--- src/rtl/wdt_pkg.sv ---
package wdt_pkg;
   localparam int ADDR_W = 5;
   localparam logic [ADDR_W-1:0] A_STAT = 5'h01;
   localparam logic [ADDR_W-1:0] A_TCTL = 5'h0F;
   localparam logic [ADDR_W-1:0] A_TSRC = 5'h10;
   localparam logic [ADDR_W-1:0] A_TCNT = 5'h11;

   typedef enum logic [1:0] {
      MODE_OFF   = 2'b00,
      MODE_PLAIN = 2'b01,
      MODE_WDOG  = 2'b10,
      MODE_RSVD  = 2'b11
   } tmode_e;
endpackage

--- src/rtl/wdt_tick_sel.sv ---
module wdt_tick_sel #(
   parameter int SRC_W = 3,
   parameter int NRATE = 8
) (
   input  logic [NRATE-1:0] tick_in,
   input  logic [SRC_W-1:0] src,
   output logic             tick
);
   localparam int NSRC = 2 ** SRC_W;
   logic [NSRC-1:0] rate_vec;

   for (genvar g = 0; g < NSRC; g++) begin : g_rate
      if (g < NRATE) begin : g_wired
         assign rate_vec[g] = tick_in[g];
      end else begin : g_empty
         assign rate_vec[g] = 1'b0;
      end
   end

   assign tick = rate_vec[src];
endmodule

--- src/rtl/wdt_down_counter.sv ---
module wdt_down_counter #(
   parameter int CNT_W = 8
) (
   input  logic             clk,
   input  logic             rst_n,
   input  logic             load,
   input  logic [CNT_W-1:0] load_val,
   input  logic             reload,
   input  logic             active,
   input  logic             tick,
   output logic [CNT_W-1:0] count,
   output logic             expire
);
   logic [CNT_W-1:0] cnt_q, rld_q;
   logic             step;

   assign step   = active && tick && (cnt_q != '0) && !load && !reload;
   assign expire = step && (cnt_q == CNT_W'(1));
   assign count  = cnt_q;

   always_ff @(posedge clk or negedge rst_n) begin
      if (!rst_n) begin
         cnt_q <= '0;
         rld_q <= '0;
      end else if (load) begin
         cnt_q <= load_val;
         rld_q <= load_val;
      end else if (reload) begin
         cnt_q <= rld_q;
      end else if (step) begin
         cnt_q <= cnt_q - CNT_W'(1);
      end
   end
endmodule

--- src/rtl/wdt_irq_shaper.sv ---
module wdt_irq_shaper #(
   parameter int PULSE_LEN = 8
) (
   input  logic clk,
   input  logic rst_n,
   input  logic pulsed,
   input  logic ien,
   input  logic flag,
   input  logic expire,
   output logic irq
);
   logic pulse_on;

   if (PULSE_LEN == 1) begin : g_one
      logic p_q;
      always_ff @(posedge clk or negedge rst_n) begin
         if (!rst_n) p_q <= 1'b0;
         else        p_q <= expire && ien;
      end
      assign pulse_on = p_q;
   end else begin : g_cnt
      localparam int PW = $clog2(PULSE_LEN + 1);
      logic [PW-1:0] p_q;
      always_ff @(posedge clk or negedge rst_n) begin
         if (!rst_n)               p_q <= '0;
         else if (expire && ien)   p_q <= PW'(PULSE_LEN);
         else if (p_q != '0)       p_q <= p_q - PW'(1);
      end
      assign pulse_on = (p_q != '0);
   end

   assign irq = pulsed ? pulse_on : (flag && ien);
endmodule

--- src/rtl/wdt_top.sv ---
module wdt_top
   import wdt_pkg::*;
#(
   parameter int CNT_W     = 8,
   parameter int SRC_W     = 3,
   parameter int NRATE     = 8,
   parameter int PULSE_LEN = 8
) (
   input  logic              clk,
   input  logic              rst_n,
   input  logic [NRATE-1:0]  tick_in,
   input  logic              reg_wr,
   input  logic              reg_rd,
   input  logic [ADDR_W-1:0] reg_addr,
   input  logic [7:0]        reg_wdata,
   output logic [7:0]        reg_rdata,
   output logic              irq
);
   if (NRATE < 1 || NRATE > 2 ** SRC_W) begin : g_bad_nrate
      $error("wdt_top: NRATE must lie in 1..2**SRC_W");
   end
   if (PULSE_LEN < 1) begin : g_bad_pulse
      $error("wdt_top: PULSE_LEN must be at least 1");
   end
   if (CNT_W < 2 || CNT_W > 8 || SRC_W < 1 || SRC_W > 8) begin : g_bad_width
      $error("wdt_top: CNT_W must be 2..8 and SRC_W 1..8");
   end

   tmode_e           mode_q;
   logic             pulsed_q, ien_q, flag_q;
   logic [SRC_W-1:0] src_q;
   logic [CNT_W-1:0] cnt_q;
   logic             wr_stat, wr_tctl, wr_tsrc, wr_tcnt, rd_stat;
   logic             enter_wd, active, tick, expire;
   tmode_e           mode_new;
   logic             unused_wdata;

   assign wr_stat  = reg_wr && (reg_addr == A_STAT);
   assign wr_tctl  = reg_wr && (reg_addr == A_TCTL);
   assign wr_tsrc  = reg_wr && (reg_addr == A_TSRC);
   assign wr_tcnt  = reg_wr && (reg_addr == A_TCNT);
   assign rd_stat  = reg_rd && (reg_addr == A_STAT);
   assign mode_new = tmode_e'(reg_wdata[2:1]);
   assign enter_wd = wr_tctl && (mode_new == MODE_WDOG) && (mode_q != MODE_WDOG);
   assign active   = (mode_q == MODE_WDOG);
   assign unused_wdata = ^{reg_wdata[6:3], reg_wdata[0]};

   always_ff @(posedge clk or negedge rst_n) begin
      if (!rst_n) begin
         mode_q   <= MODE_OFF;
         pulsed_q <= 1'b0;
         ien_q    <= 1'b0;
         src_q    <= '0;
      end else begin
         if (wr_tctl) begin
            mode_q   <= mode_new;
            pulsed_q <= reg_wdata[7];
         end
         if (wr_stat) ien_q <= reg_wdata[2];
         if (wr_tsrc) src_q <= reg_wdata[SRC_W-1:0];
      end
   end

   always_ff @(posedge clk or negedge rst_n) begin
      if (!rst_n)       flag_q <= 1'b0;
      else if (expire)  flag_q <= 1'b1;
      else if (rd_stat) flag_q <= 1'b0;
   end

   wdt_tick_sel #(.SRC_W(SRC_W), .NRATE(NRATE)) u_sel (
      .tick_in(tick_in), .src(src_q), .tick(tick)
   );

   wdt_down_counter #(.CNT_W(CNT_W)) u_cnt (
      .clk(clk), .rst_n(rst_n), .load(wr_tcnt), .load_val(reg_wdata[CNT_W-1:0]),
      .reload(enter_wd), .active(active), .tick(tick), .count(cnt_q), .expire(expire)
   );

   wdt_irq_shaper #(.PULSE_LEN(PULSE_LEN)) u_irq (
      .clk(clk), .rst_n(rst_n), .pulsed(pulsed_q), .ien(ien_q), .flag(flag_q),
      .expire(expire), .irq(irq)
   );

   always_comb begin
      reg_rdata = 8'h00;
      case (reg_addr)
         A_STAT:  reg_rdata = {flag_q, 4'b0000, ien_q, 2'b00};
         A_TCTL:  reg_rdata = {pulsed_q, 4'b0000, mode_q, 1'b0};
         A_TSRC:  reg_rdata = 8'(src_q);
         A_TCNT:  reg_rdata = 8'(cnt_q);
         default: reg_rdata = 8'h00;
      endcase
   end
endmodule

--- config.mk ---
export PLATFORM = sky130hd
export DESIGN_NAME = wdt_top
export DESIGN_NICKNAME = d
export VERILOG_FILES = /design/src/rtl/wdt_pkg.sv /design/src/rtl/wdt_tick_sel.sv /design/src/rtl/wdt_down_counter.sv /design/src/rtl/wdt_irq_shaper.sv /design/src/rtl/wdt_top.sv
export SDC_FILE = /design/constraint.sdc
export NUM_CORES = 1
export LEC_CHECK = 0
export ABC_AREA = 1
export ABC_CLOCK_PERIOD_IN_PS = 1900
export BUFFER_PORTS_ARGS = -buffer_cell sky130_fd_sc_hd__clkbuf_2
export CAP_MARGIN = 15
export CORE_UTILIZATION = 57
export CTS_BUF_LIST = sky130_fd_sc_hd__clkbuf_2
export CTS_CLUSTER_DIAMETER = 200
export CTS_CLUSTER_SIZE = 25
export DETAILED_ROUTE_END_ITERATION = 10
export GPL_TIMING_DRIVEN = 0
export PLACE_DENSITY = 0.86
export SLEW_MARGIN = 20
export SYNTH_ARGS = -nofsm -noshare
export SYNTH_HDL_FRONTEND = slang
export SYNTH_SLANG_ARGS = --single-unit
--- constraint.sdc ---
create_clock -name clk -period 1.9 [get_ports clk]
set_clock_uncertainty 0.15 [all_clocks]
set_input_delay 0.19 -clock clk [delete_from_list [all_inputs] [get_ports clk]]
set_output_delay 0.19 -clock clk [all_outputs]
set_load 0.02 [all_outputs]
==> results of run 1 <==
-- routing by layer --
metal  track usage [%]  vias to the layer above  wire [um]
li1                  -                      921          -
met3              2.20                        7        185
met4              11.6                        0         68
met1              33.4                      823       1920
met2              46.3                       53       2010
met5                 0                        -          0
-- how the worst min path moves through the flow --
| stage | startpoint | end | slack, ns |
|---|---|---|---|
| 2_1_floorplan | rst_n | flag_q$_DFFE_PN0P_ | -0.26 |
| 3_3_place_gp | rst_n | src_q[0]$_DFFE_PN0P_ | 0.12 |
| 3_5_place_dp | rst_n | src_q[0]$_DFFE_PN0P_ | 0.12 |
| 4_1_cts | reg_wr | ien_q$_DFFE_PN0P_ | 0.02 |
| 5_1_grt | reg_wr | ien_q$_DFFE_PN0P_ | 0.01 |
| 6_report | reg_wr | ien_q$_DFFE_PN0P_ | 0.04 |
-- worst max-delay path, delay by kind of cell (launching register included) --
family,cells,cell delay [ns]
buf+inv,2,0.24
flops,1,0.44
fa+ha+maj,1,0.18
compound gates,1,0.07
simple gates,2,0.20
-- sequential cells by signal, indices dropped and copies added (netlist names) --
register,flops
src_q,3
u_cnt.count,8
mode_q,2
u_irq.g_cnt.p_q,4
flag_q,1
ien_q,1
pulsed_q,1
u_cnt.rld_q,8
-- per-stage QoR --
stage | setup TNS (ns) | setup WS [ns] | utilization, % | hold slack, ns
global placement | 0 | 0.118 | 67.0 | 0.117
floorplan | 0 | 0.313 | - | -0.256
finish | 0 | 0.0699 | 73.7 | 0.0442
global route | -0.0442 | -0.0256 | 73.7 | 0.0140
detailed placement | 0 | 0.0851 | 67.0 | 0.117
CTS | 0 | 0.0216 | 72.3 | 0.0232
-- repair_timing --
action                     CTS  global route
pin swaps                    0             2
hold endpoints to repair    45             0
hold buffers                12             0
resized for setup            5             6
setup buffers                1             4
setup endpoints to repair    1             9
-- layout make-up --
| type | instances | area [um^2] | share of cell area, % |
|---|---|---|---|
| Multi-Input combinational cell | 191 | 1000 | 44.6 |
| Sequential cell | 28 | 701 | 31.1 |
| Timing Repair Buffer | 50 | 325 | 14.5 |
| Inverter | 33 | 130 | 5.78 |
| Tap cell | 44 | 55.1 | 2.45 |
| Buffer | 2 | 16.3 | 0.723 |
| Clock buffer | 3 | 15.0 | 0.667 |
| Clock inverter | 1 | 3.75 | 0.167 |
-- power breakdown --
part	internal [mW]	leakage (nW)	switching, mW
Clock	0.0457	0.0140	0.176
Combinational	0.500	0.876	0.686
Sequential	0.784	0.345	0.149
-- kinds of logic (layout without fill, tap and decap cells) --
logic type / after synthesis / after routing
xor gates and xnor gates: 4 / 4
adders and majority gates: 4 / 4
and+or+nand+nor: 157 / 157
buffers and inverters: 35 / 89
DFF: 28 / 28
AOI/OAI and AO/OA: 26 / 26
-- cell usage in the layout (no fill, tap or decap), drive strengths merged --
cell,instances
nor3,1
dfrtp,28
o21ai,14
inv,31
o221ai,1
nor2,20
clkbuf,35
nand4,6
a21oi,6
ha,4
nand3b,1
clkinv,3
xnor2,1
buf,8
o211ai,2
o22ai,2
nand2,98
o2bb2ai,1
xor2,3
dlygate4sd3,12
nand3,31
==> metrics.md, run 1 <==
| Metric | Value |
|---|---|
| #FFs+latches synth | 28 |
| DRC violations left | 0 |
| Gp weighted congestion | 0.889 |
| Initial DRC Count | 101 |
| Synth Area in Adders | 2.74% |
| DIE HEIGHT | 58.6 um |
| CP Cell Sequence | inv_2 -> ha_2 -> nand2_2 -> nor2_4 -> o21ai_1 -> buf_4 |
| Syn Std Cell Area | 1830 um^2 |
| Largest net degree at the start of global routing | 29 |
| Fillers | 269 |
| Mean post-synth cell area | 7.19 um^2 |
| Cell variety after synth | 29 |
| Clock latency at the later pin of the worst-skew pair | 0.37 ns |
| Area share of the largest cell type after synthesis | 38.4% |
| Complex-gate fraction of the synthesized area | 8.15% |
| Critical path endpoint | irq |
| CP Max Fanout | 4 |
| Routed WL | 4180 um |
| Htree depth | 1 |
| CTS buffer count | 3 |
| Mux share of post-synthesis cell area | 0% |
| Number of detailed-route iterations in the first pass | 4 |
| Leak pwr | 1.24 nW |
| Post-Synth XOR/XNOR Area | 1.92% |
| Via-to-Cell Ratio | 5.13 |
| Area growth syn-to-layout | 23.2% |
| # clock sinks | 28 |
| R2R Path Start | u_cnt.count[0]$_DFFE_PN0P_ |
| EDFF count, synth | 0 |
| Row cnt | 20 |
| Root buf cell | clkbuf_2 |
| Post-Synth Simple-Gate Area | 40.8% |
| Synth Instances | 254 |
| CP endpoint kind | primary output |
| WP data arrival | 1.49 ns |
| CP max-delay cell | dfrtp_1 |
| Proportion of synthesized chip area in sequential cells | 38.4% |
| Antenna violations before repair | 0 |
| Critical Path RT | 1.56 ns |
| CP max stage delay | 0.44 ns |
| Worst slew pin tran | 0.703 ns |
| Largest family of logic cells by synthesized area | simple AND/OR/NAND/NOR gates |
| Final Cell Area | 2250 um^2 |
| Max Cap Violations | 0 |
| Via count | 1804 |
| Antenna diode count | 0 |
| Post-DP Area | 2050 um^2 |
| DRT antenna net count | 0 |
| FF-to-FF End | u_cnt.count[4]$_DFFE_PN0P_ |
| # placed instances | 331 |
| First-pass GRT wire length | 6910 um |
| Max Transition Viols Final | 0 |
| Post-DP HPWL | 2930 um |
| Final setup viols | 0 |
| Yosys Warn Count | 0 |
| Vias in the first global route | 1649 |
| Normalized max-slew margin | 53.1% |
| Syn_nets | 283 |
| Worst IR Drop VDD | 0.000615 V |
| Min Tclk post-route | 1.83 ns |
| Overall routing resource usage | 26.4% |
| DR WL/cell | 11.9 um |
| FMAX | 546 MHz |
| Layout cells sized above 1 | 22.4% |
| Final Hold Fails | 0 |
| CORE AREA | 3050 um^2 |
| Final worst path period share | 96.3% |
| IO buf count | 33 |
| Initial core utilization | 59.8% |
| Clk slew on worst S/H paths | 0.25 ns |
| Min-Delay Path Class | primary input to flop |
| Synth area leader | dfrtp_1 |
| Gr ovfl total | 0 |
| Flop2flop setup slack | 0.07 ns |
| Synth async-reset ratio | 100% |
| PwrDens | 1040 nW/um^2 |
| CTS tree | yes |
| Critical path launch point type | flop |
| Top post-synthesis cells by area | dfrtp_1 38%, nand2_1 18%, nand3_1 8.2% |
| Status | completed |
| Worst setup path startpoint | u_irq.g_cnt.p_q[0]$_DFFE_PN0P_ |
| Non-filler cells, final | 352 |
| IO Pins | 34 |
| R2r worst-path depth | 9 |
| Most frequent cells after synthesis | 90 x nand2_1, 30 x inv_1, 30 x nand3_1 |
| Overall power | 2.34 mW |
| Worst hold path cell count | 3 |
| Die area | 3440 um^2 |
| CP Class | flop to primary output |
| Synth Flop Type | dfrtp_1 |
| Clock buffer depth | 2 |
| NumNets Final | 338 |
| Die Wd | 58.6 um |
| Most frequent cell after synthesis | nand2_1 |
Note: power is estimated with default switching activity, not from simulation.
==> run 2: changes to the inputs <==
--- a/config.mk
+++ b/config.mk
@@ -6,16 +6,16 @@
 export NUM_CORES = 1
 export LEC_CHECK = 0
 export ABC_AREA = 1
-export ABC_CLOCK_PERIOD_IN_PS = 1900
+export ABC_CLOCK_PERIOD_IN_PS = 1600
 export BUFFER_PORTS_ARGS = -buffer_cell sky130_fd_sc_hd__clkbuf_2
 export CAP_MARGIN = 15
-export CORE_UTILIZATION = 57
+export CORE_UTILIZATION = 52
 export CTS_BUF_LIST = sky130_fd_sc_hd__clkbuf_2
 export CTS_CLUSTER_DIAMETER = 200
 export CTS_CLUSTER_SIZE = 25
 export DETAILED_ROUTE_END_ITERATION = 10
 export GPL_TIMING_DRIVEN = 0
-export PLACE_DENSITY = 0.86
+export PLACE_DENSITY = 0.82
 export SLEW_MARGIN = 20
 export SYNTH_ARGS = -nofsm -noshare
 export SYNTH_HDL_FRONTEND = slang
==> constraint.sdc (replaced) <==
create_clock -name clk -period 1.6 [get_ports clk]
set_clock_uncertainty 0.15 [all_clocks]
set_input_delay 0.16 -clock clk [delete_from_list [all_inputs] [get_ports clk]]
set_output_delay 0.16 -clock clk [all_outputs]
set_load 0.02 [all_outputs]
==> run 2 against run 1 <==
Compared with the run above: the flow now finishes with violations (negative setup slack); sequential share of layout area decreased by 5.8 points; setup slack got worse by 0.29 ns; critical endpoint is now u_cnt.count[6]$_DFFE_PN0P_; count of clock-buffer cells in the layout unchanged; largest power group unchanged; via count increased by 19%.
==> metrics.md, run 2 (synthesis results as in run 1) <==
| Metric | Value |
|---|---|
| Gr ovfl total | 0 (unchanged) |
| Initial DRC Count | 204 (+100%) |
| IO buf count | 33 (unchanged) |
| Pre-CTS setup slack | -0.241 ns (-0.327 ns) |
| IO Pins | 34 (unchanged) |
| RSZ-0062 raised after global routing | yes |
| Via-to-Cell Ratio | 5.51 (+7.6%) |
| First-pass GRT wire length | 7930 um (+15%) |
| Vias in the first global route | 1862 (+13%) |
| Worst slew pin tran | 0.741 ns (+0.0383 ns) |
| CP Max Fanout | 8 (+4) |
| CTS tree | yes |
| Initial core utilization | 54.3% (-5.5 points) |
| CP endpoint kind | flop |
| Fillers | 205 (-24%) |
| Failing checks | negative setup slack |
| Normalized max-slew margin | 50.6% (-2.6 points) |
| Worst IR Drop VDD | 0.000960 V (+56%) |
| Via count | 2150 (+19%) |
| Critical path launch point type | flop |
| Critical Path RT | 1.77 ns (+0.21 ns) |
| R2r worst-path depth | 8 (-1) |
| Final WS setup | -0.219 ns (-0.289 ns) |
| Max Transition Viols Final | 0 (unchanged) |
| Row cnt | 21 (+5.0%) |
| Commonest non-fill, non-tap cells in the layout | 78 x nand2_1, 38 x buf_4, 27 x clkbuf_2, 27 x dfrtp_1, 23 x nand3_1 |
| Antenna diode count | 0 (unchanged) |
| Min Tclk post-route | 1.82 ns |
| Overall power | 3.73 mW (+59%) |
| # clock sinks | 28 (unchanged) |
| CP Class | flop to flop |
| Overall routing resource usage | 29.1% (+2.7 points) |
| DIE HEIGHT | 61.3 um (+4.5%) |
| Root buf cell | clkbuf_2 |
| Commonest non-fill, non-tap cell in the layout | nand2_1 |
| Largest net degree at the start of global routing | 29 (unchanged) |
| Post-DP HPWL | 3060 um (+4.2%) |
| Min-Delay Path Class | primary input to flop |
| Clock buffer depth | 2 (unchanged) |
| Area growth syn-to-layout | 51.6% |
| DRT antenna net count | 0 (unchanged) |
| Final setup viols | 18 (+18) |
| Leak pwr | 1.46 nW (+19%) |
| Antenna violations before repair | 0 (unchanged) |
| NumNets Final | 374 (+11%) |
| Htree depth | 1 (unchanged) |
| Max Cap Violations | 0 (unchanged) |
| CORE AREA | 3360 um^2 (+10%) |
| Routed WL | 6080 um (+45%) |
| Layout cells sized above 1 | 41.3% (+19 points) |
| Status | finished with violations |
| DRC violations left | 0 (unchanged) |
| Number of detailed-route iterations in the first pass | 5 (+1) |
| Die Wd | 61.3 um (+4.5%) |
| Clk slew on worst S/H paths | 0.27 ns (+0.02 ns) |
| Worst hold path cell count | 3 (unchanged) |
| FMAX | 550 MHz |
| Final worst path period share | 114% |
| Gp weighted congestion | 0.877 (-1.4%) |
| CTS buffer count | 3 (unchanged) |
| DR WL/cell | 15.6 um (+31%) |
| PwrDens | 1350 nW/um^2 (+30%) |
| Clock latency at the later pin of the worst-skew pair | 0.38 ns (about the same) |
| Final Hold Fails | 0 (unchanged) |
| Die area | 3750 um^2 (+9.3%) |
| WP data arrival | 1.99 ns (+0.50 ns) |
-- run 2: what timing repair did --
item | in CTS | in global routing
setup buffers | 30 | 11
pin swaps | 19 | 17
hold endpoints to repair | 44 | 0
hold buffers | 12 | 0
setup endpoints to repair | 18 | 23
resized for setup | 42 | 43
-- run 2: area by class of cell --
class	count	area, um^2	share of cell area (%)
multi-input cells	191	1160	42.1
flip-flops and latches	28	702	25.4
repair buffers	86	674	24.4
inverters	33	135	4.88
well taps	46	57.6	2.08
plain buffers	2	16.3	0.587
clock buffers	3	15.0	0.542
clock inverters	1	3.75	0.136
-- run 2: worst paths after layout --
check                                      startpoint                    endpoint  slack [ns]
min reg2reg                u_cnt.rld_q[3]$_DFFE_PN0P_  u_cnt.rld_q[3]$_DFFE_PN0P_        0.37
max in group asynchronous                       rst_n  u_cnt.count[2]$_DFFE_PN0P_        0.62
max                        u_cnt.count[6]$_DFFE_PN0P_  u_cnt.count[6]$_DFFE_PN0P_       -0.22
min                                            reg_wr           ien_q$_DFFE_PN0P_        0.05
min in group asynchronous                       rst_n  u_cnt.rld_q[5]$_DFFE_PN0P_        0.17
max reg2reg                u_cnt.count[6]$_DFFE_PN0P_  u_cnt.count[6]$_DFFE_PN0P_       -0.22
-- run 2: worst max-delay path, stage by stage, from the launching register on --
cell,delay [ns]
dfrtp_1,0.47
nor2_2,0.19
nand3_1,0.14
o211ai_1,0.32
inv_2,0.08
nand2_4,0.14
nand2_8,0.11
nand2_2,0.08
nand2_1,0.06
-- run 2: where the power goes --
part           leakage, nW  internal (mW)  switching [mW]
Clock               0.0140         0.0543           0.220
Sequential           0.344          0.934           0.189
Combinational         1.11           1.09            1.24
-- run 2: per-stage QoR --
step	TNS, ns	area [um^2]	instances	utilization [%]	hold WS [ns]
floorplan	0	1830	254	-	-0.286
global placement	-1.58	2050	333	60.9	0.0942
detailed placement	-2.08	2050	333	60.9	0.0949
CTS	-0.445	2580	379	76.6	0.0131
global route	-3.62	2770	390	82.3	0.0497
finish	-2.39	2770	390	82.3	0.0512
-- run 2: routing by layer --
layer	part of all wire [%]	up-vias	wire [um]	GRT usage, %
li1	-	998	-	-
met1	38	989	2310	35.6
met2	51	129	3070	50.2
met3	7.6	34	463	3.78
met4	3.8	0	231	15.3
met5	0	-	0	0
==> run 3: changes to the inputs <==
--- a/config.mk
+++ b/config.mk
@@ -9,13 +9,13 @@
 export ABC_CLOCK_PERIOD_IN_PS = 1600
 export BUFFER_PORTS_ARGS = -buffer_cell sky130_fd_sc_hd__clkbuf_2
 export CAP_MARGIN = 15
-export CORE_UTILIZATION = 52
+export CORE_UTILIZATION = 45
 export CTS_BUF_LIST = sky130_fd_sc_hd__clkbuf_2
 export CTS_CLUSTER_DIAMETER = 200
 export CTS_CLUSTER_SIZE = 25
 export DETAILED_ROUTE_END_ITERATION = 10
 export GPL_TIMING_DRIVEN = 0
-export PLACE_DENSITY = 0.82
+export PLACE_DENSITY = 0.73
 export SLEW_MARGIN = 20
 export SYNTH_ARGS = -nofsm -noshare
 export SYNTH_HDL_FRONTEND = slang
==> constraint.sdc (replaced) <==
create_clock -name clk -period 1.6 [get_ports clk]
set_clock_uncertainty 0.15 [all_clocks]
set_input_delay 0.08 -clock clk [delete_from_list [all_inputs] [get_ports clk]]
set_output_delay 0.08 -clock clk [all_outputs]
set_load 0.02 [all_outputs]
==> run 3 against run 2 <==
Compared with the run above: the run still ends with negative setup slack left; core utilization fell by 12 points; count of clock-buffer cells in the layout unchanged; sequential share of layout area increased by 1.0 points; via count is 12% lower; sequential power hardly changed; global-route usage shrank 5.5 points; combinational power is 14% lower; first-iteration DRC count fell by 44%; setup slack gained 0.18 ns; critical path type unchanged; largest cell class unchanged.
==> metrics.md, run 3 (synthesis results as in run 1) <==
| Metric | Value |
|---|---|
| Critical path launch point type | flop |
| Htree depth | 1 (unchanged) |
| Met1 WL | 2260 um (-2.3%) |
| Failing checks | negative setup slack |
| Antenna diode count | 0 (unchanged) |
| Layout cells sized above 1 | 38.1% (-3.2 points) |
| CP Class | flop to flop |
| IO Pins | 34 (unchanged) |
| Final setup viols | 9 (-9) |
| Post-DP HPWL | 3050 um (-0.25%) |
| # clock sinks | 28 (unchanged) |
| FMAX | 610 MHz (+11%) |
| Root buf cell | clkbuf_2 |
| Commonest non-fill, non-tap cell in the layout | nand2_1 |
| Fin util | 70.5% (-12 points) |
| DRC violations left | 0 (unchanged) |
| Max Transition Viols Final | 0 (unchanged) |
| Met3 Wirelength | 164 um (-65%) |
| Commonest non-fill, non-tap cells in the layout | 78 x nand2_1, 31 x clkbuf_2, 31 x buf_4, 29 x nand3_1, 27 x dfrtp_1 |
| Initial DRC Count | 114 (-44%) |
| Die area | 4320 um^2 (+15%) |
| Non-filler cells, final | 384 (-1.5%) |
| DIE HEIGHT | 65.7 um (+7.3%) |
| # placed instances | 335 (+0.60%) |
| Via count | 1891 (-12%) |
| First-pass GRT wire length | 7730 um (-2.5%) |
| Gp weighted congestion | 0.823 (-6.2%) |
| Number of detailed-route iterations in the first pass | 4 (-1) |
| Initial core utilization | 48.4% (-5.9 points) |
| Final Hold Fails | 0 (unchanged) |
| Gr ovfl total | 0 (unchanged) |
| Highest routed layer | met4 |
| Normalized max-slew margin | 51.1% (+0.51 points) |
| Largest net degree at the start of global routing | 29 (unchanged) |
| Worst slew pin tran | 0.734 ns (-0.00763 ns) |
| NumNets Final | 367 (-1.9%) |
| CTS tree | yes |
| Min-Delay Path Class | primary input to flop |
| Die Wd | 65.7 um (+7.3%) |
| Antenna violations before repair | 0 (unchanged) |
| Final WS setup | -0.0402 ns (+0.179 ns) |
| Clk slew on worst S/H paths | 0.25 ns (-0.02 ns) |
| Row cnt | 22 (+4.8%) |
| Leak pwr | 1.41 nW (-4.1%) |
| CTS buffer count | 3 (unchanged) |
| Flop2flop setup slack | -0.04 ns (+0.18 ns) |
| Overall power | 3.38 mW (-9.4%) |
| Met2 WL post-DR | 2400 um (-22%) |
| Clock buffer depth | 2 (unchanged) |
| Final worst path period share | 103% (-11 points) |
| CORE AREA | 3770 um^2 (+12%) |
| Critical Path RT | 1.77 ns (about the same) |
| WP data arrival | 1.81 ns (-0.18 ns) |
| RSZ-0062 raised after global routing | yes |
| Fillers | 313 (+53%) |
| Status | finished with violations |
| Hold_ws | 0.0118 ns (-0.0394 ns) |
| Area growth syn-to-layout | 45.5% |
| Min Tclk post-route | 1.64 ns (-0.179 ns) |
| IO buf count | 33 (unchanged) |
| Vias in the first global route | 1787 (-4.0%) |
| CP Max Fanout | 8 (unchanged) |
| CP endpoint kind | flop |
| Worst IR Drop VDD | 0.000609 V (-37%) |
| PwrDens | 1270 nW/um^2 (-5.7%) |
| DR WL/cell | 12.7 um (-19%) |
| Clock latency at the later pin of the worst-skew pair | 0.38 ns (about the same) |
| Max Cap Violations | 0 (unchanged) |
| DRT antenna net count | 0 (unchanged) |
| Overall routing resource usage | 23.6% (-5.5 points) |
| Via-to-Cell Ratio | 4.92 (-11%) |
| Routed WL | 4870 um (-20%) |
## run 3: where the power goes
part	leakage [nW]	internal, mW	switching (mW)
sequential	0.344	0.934	0.182
clock	0.0125	0.0508	0.213
combinational	1.05	0.940	1.06
## run 3: final timing paths
kind / start / end / cells after the start
max reg2reg: u_cnt.count[1]$_DFFE_PN0P_ / u_cnt.count[4]$_DFFE_PN0P_ / 9
min in group asynchronous: rst_n / u_cnt.rld_q[4]$_DFFE_PN0P_ / 2
min: reg_addr[2] / src_q[2]$_DFFE_PN0P_ / 4
min reg2reg: u_cnt.rld_q[7]$_DFFE_PN0P_ / u_cnt.rld_q[7]$_DFFE_PN0P_ / 2
max in group asynchronous: rst_n / u_cnt.count[2]$_DFFE_PN0P_ / 2
max: u_cnt.count[1]$_DFFE_PN0P_ / u_cnt.count[4]$_DFFE_PN0P_ / 9
## run 3: what timing repair did
item	4_1_cts	5_1_grt
pin swaps	17	14
setup buffers	25	6
endpoints found under the hold margin	52	0
resized for setup	34	30
setup endpoints to repair	16	20
hold buffers	17	0
## run 3: worst max-delay path: stages (launching register included)
cell and delay [ns]:
dfrtp_1 0.45, inv_2 0.09, ha_4 0.14, nand2_2 0.06, o211ai_1 0.25, inv_2 0.08, nand2_4 0.14, nand2_8 0.10
nand2_2 0.08, nand2_1 0.04
## run 3: cell type report
cell class,count,area (um^2),area share (%)
plain buffers,2,16.3,0.612
flip-flops and latches,28,702,26.4
repair buffers,79,592,22.3
multi-input cells,191,1140,43.0
inverters,33,130,4.89
well taps,48,60.1,2.26
clock buffers,3,15.0,0.565
## run 3: stage by stage
| stage | setup TNS [ns] | worst slack [ns] | cell area [um^2] |
|---|---|---|---|
| final | -0.306 | -0.0402 | 2660 |
| after floorplan | 0 | 0.0130 | 1830 |
| after detailed placement | -1.77 | -0.223 | 2050 |
| after global placement | -1.48 | -0.197 | 2050 |
| after global routing | -1.69 | -0.140 | 2660 |
| after CTS | -0.249 | -0.0595 | 2540 |
## run 3: layer usage
metal	track usage [%]	vias to the layer above
li1	-	985
met1	29.8	864
met2	41.6	37
met3	2.43	5
met4	7.88	0
met5	0	-
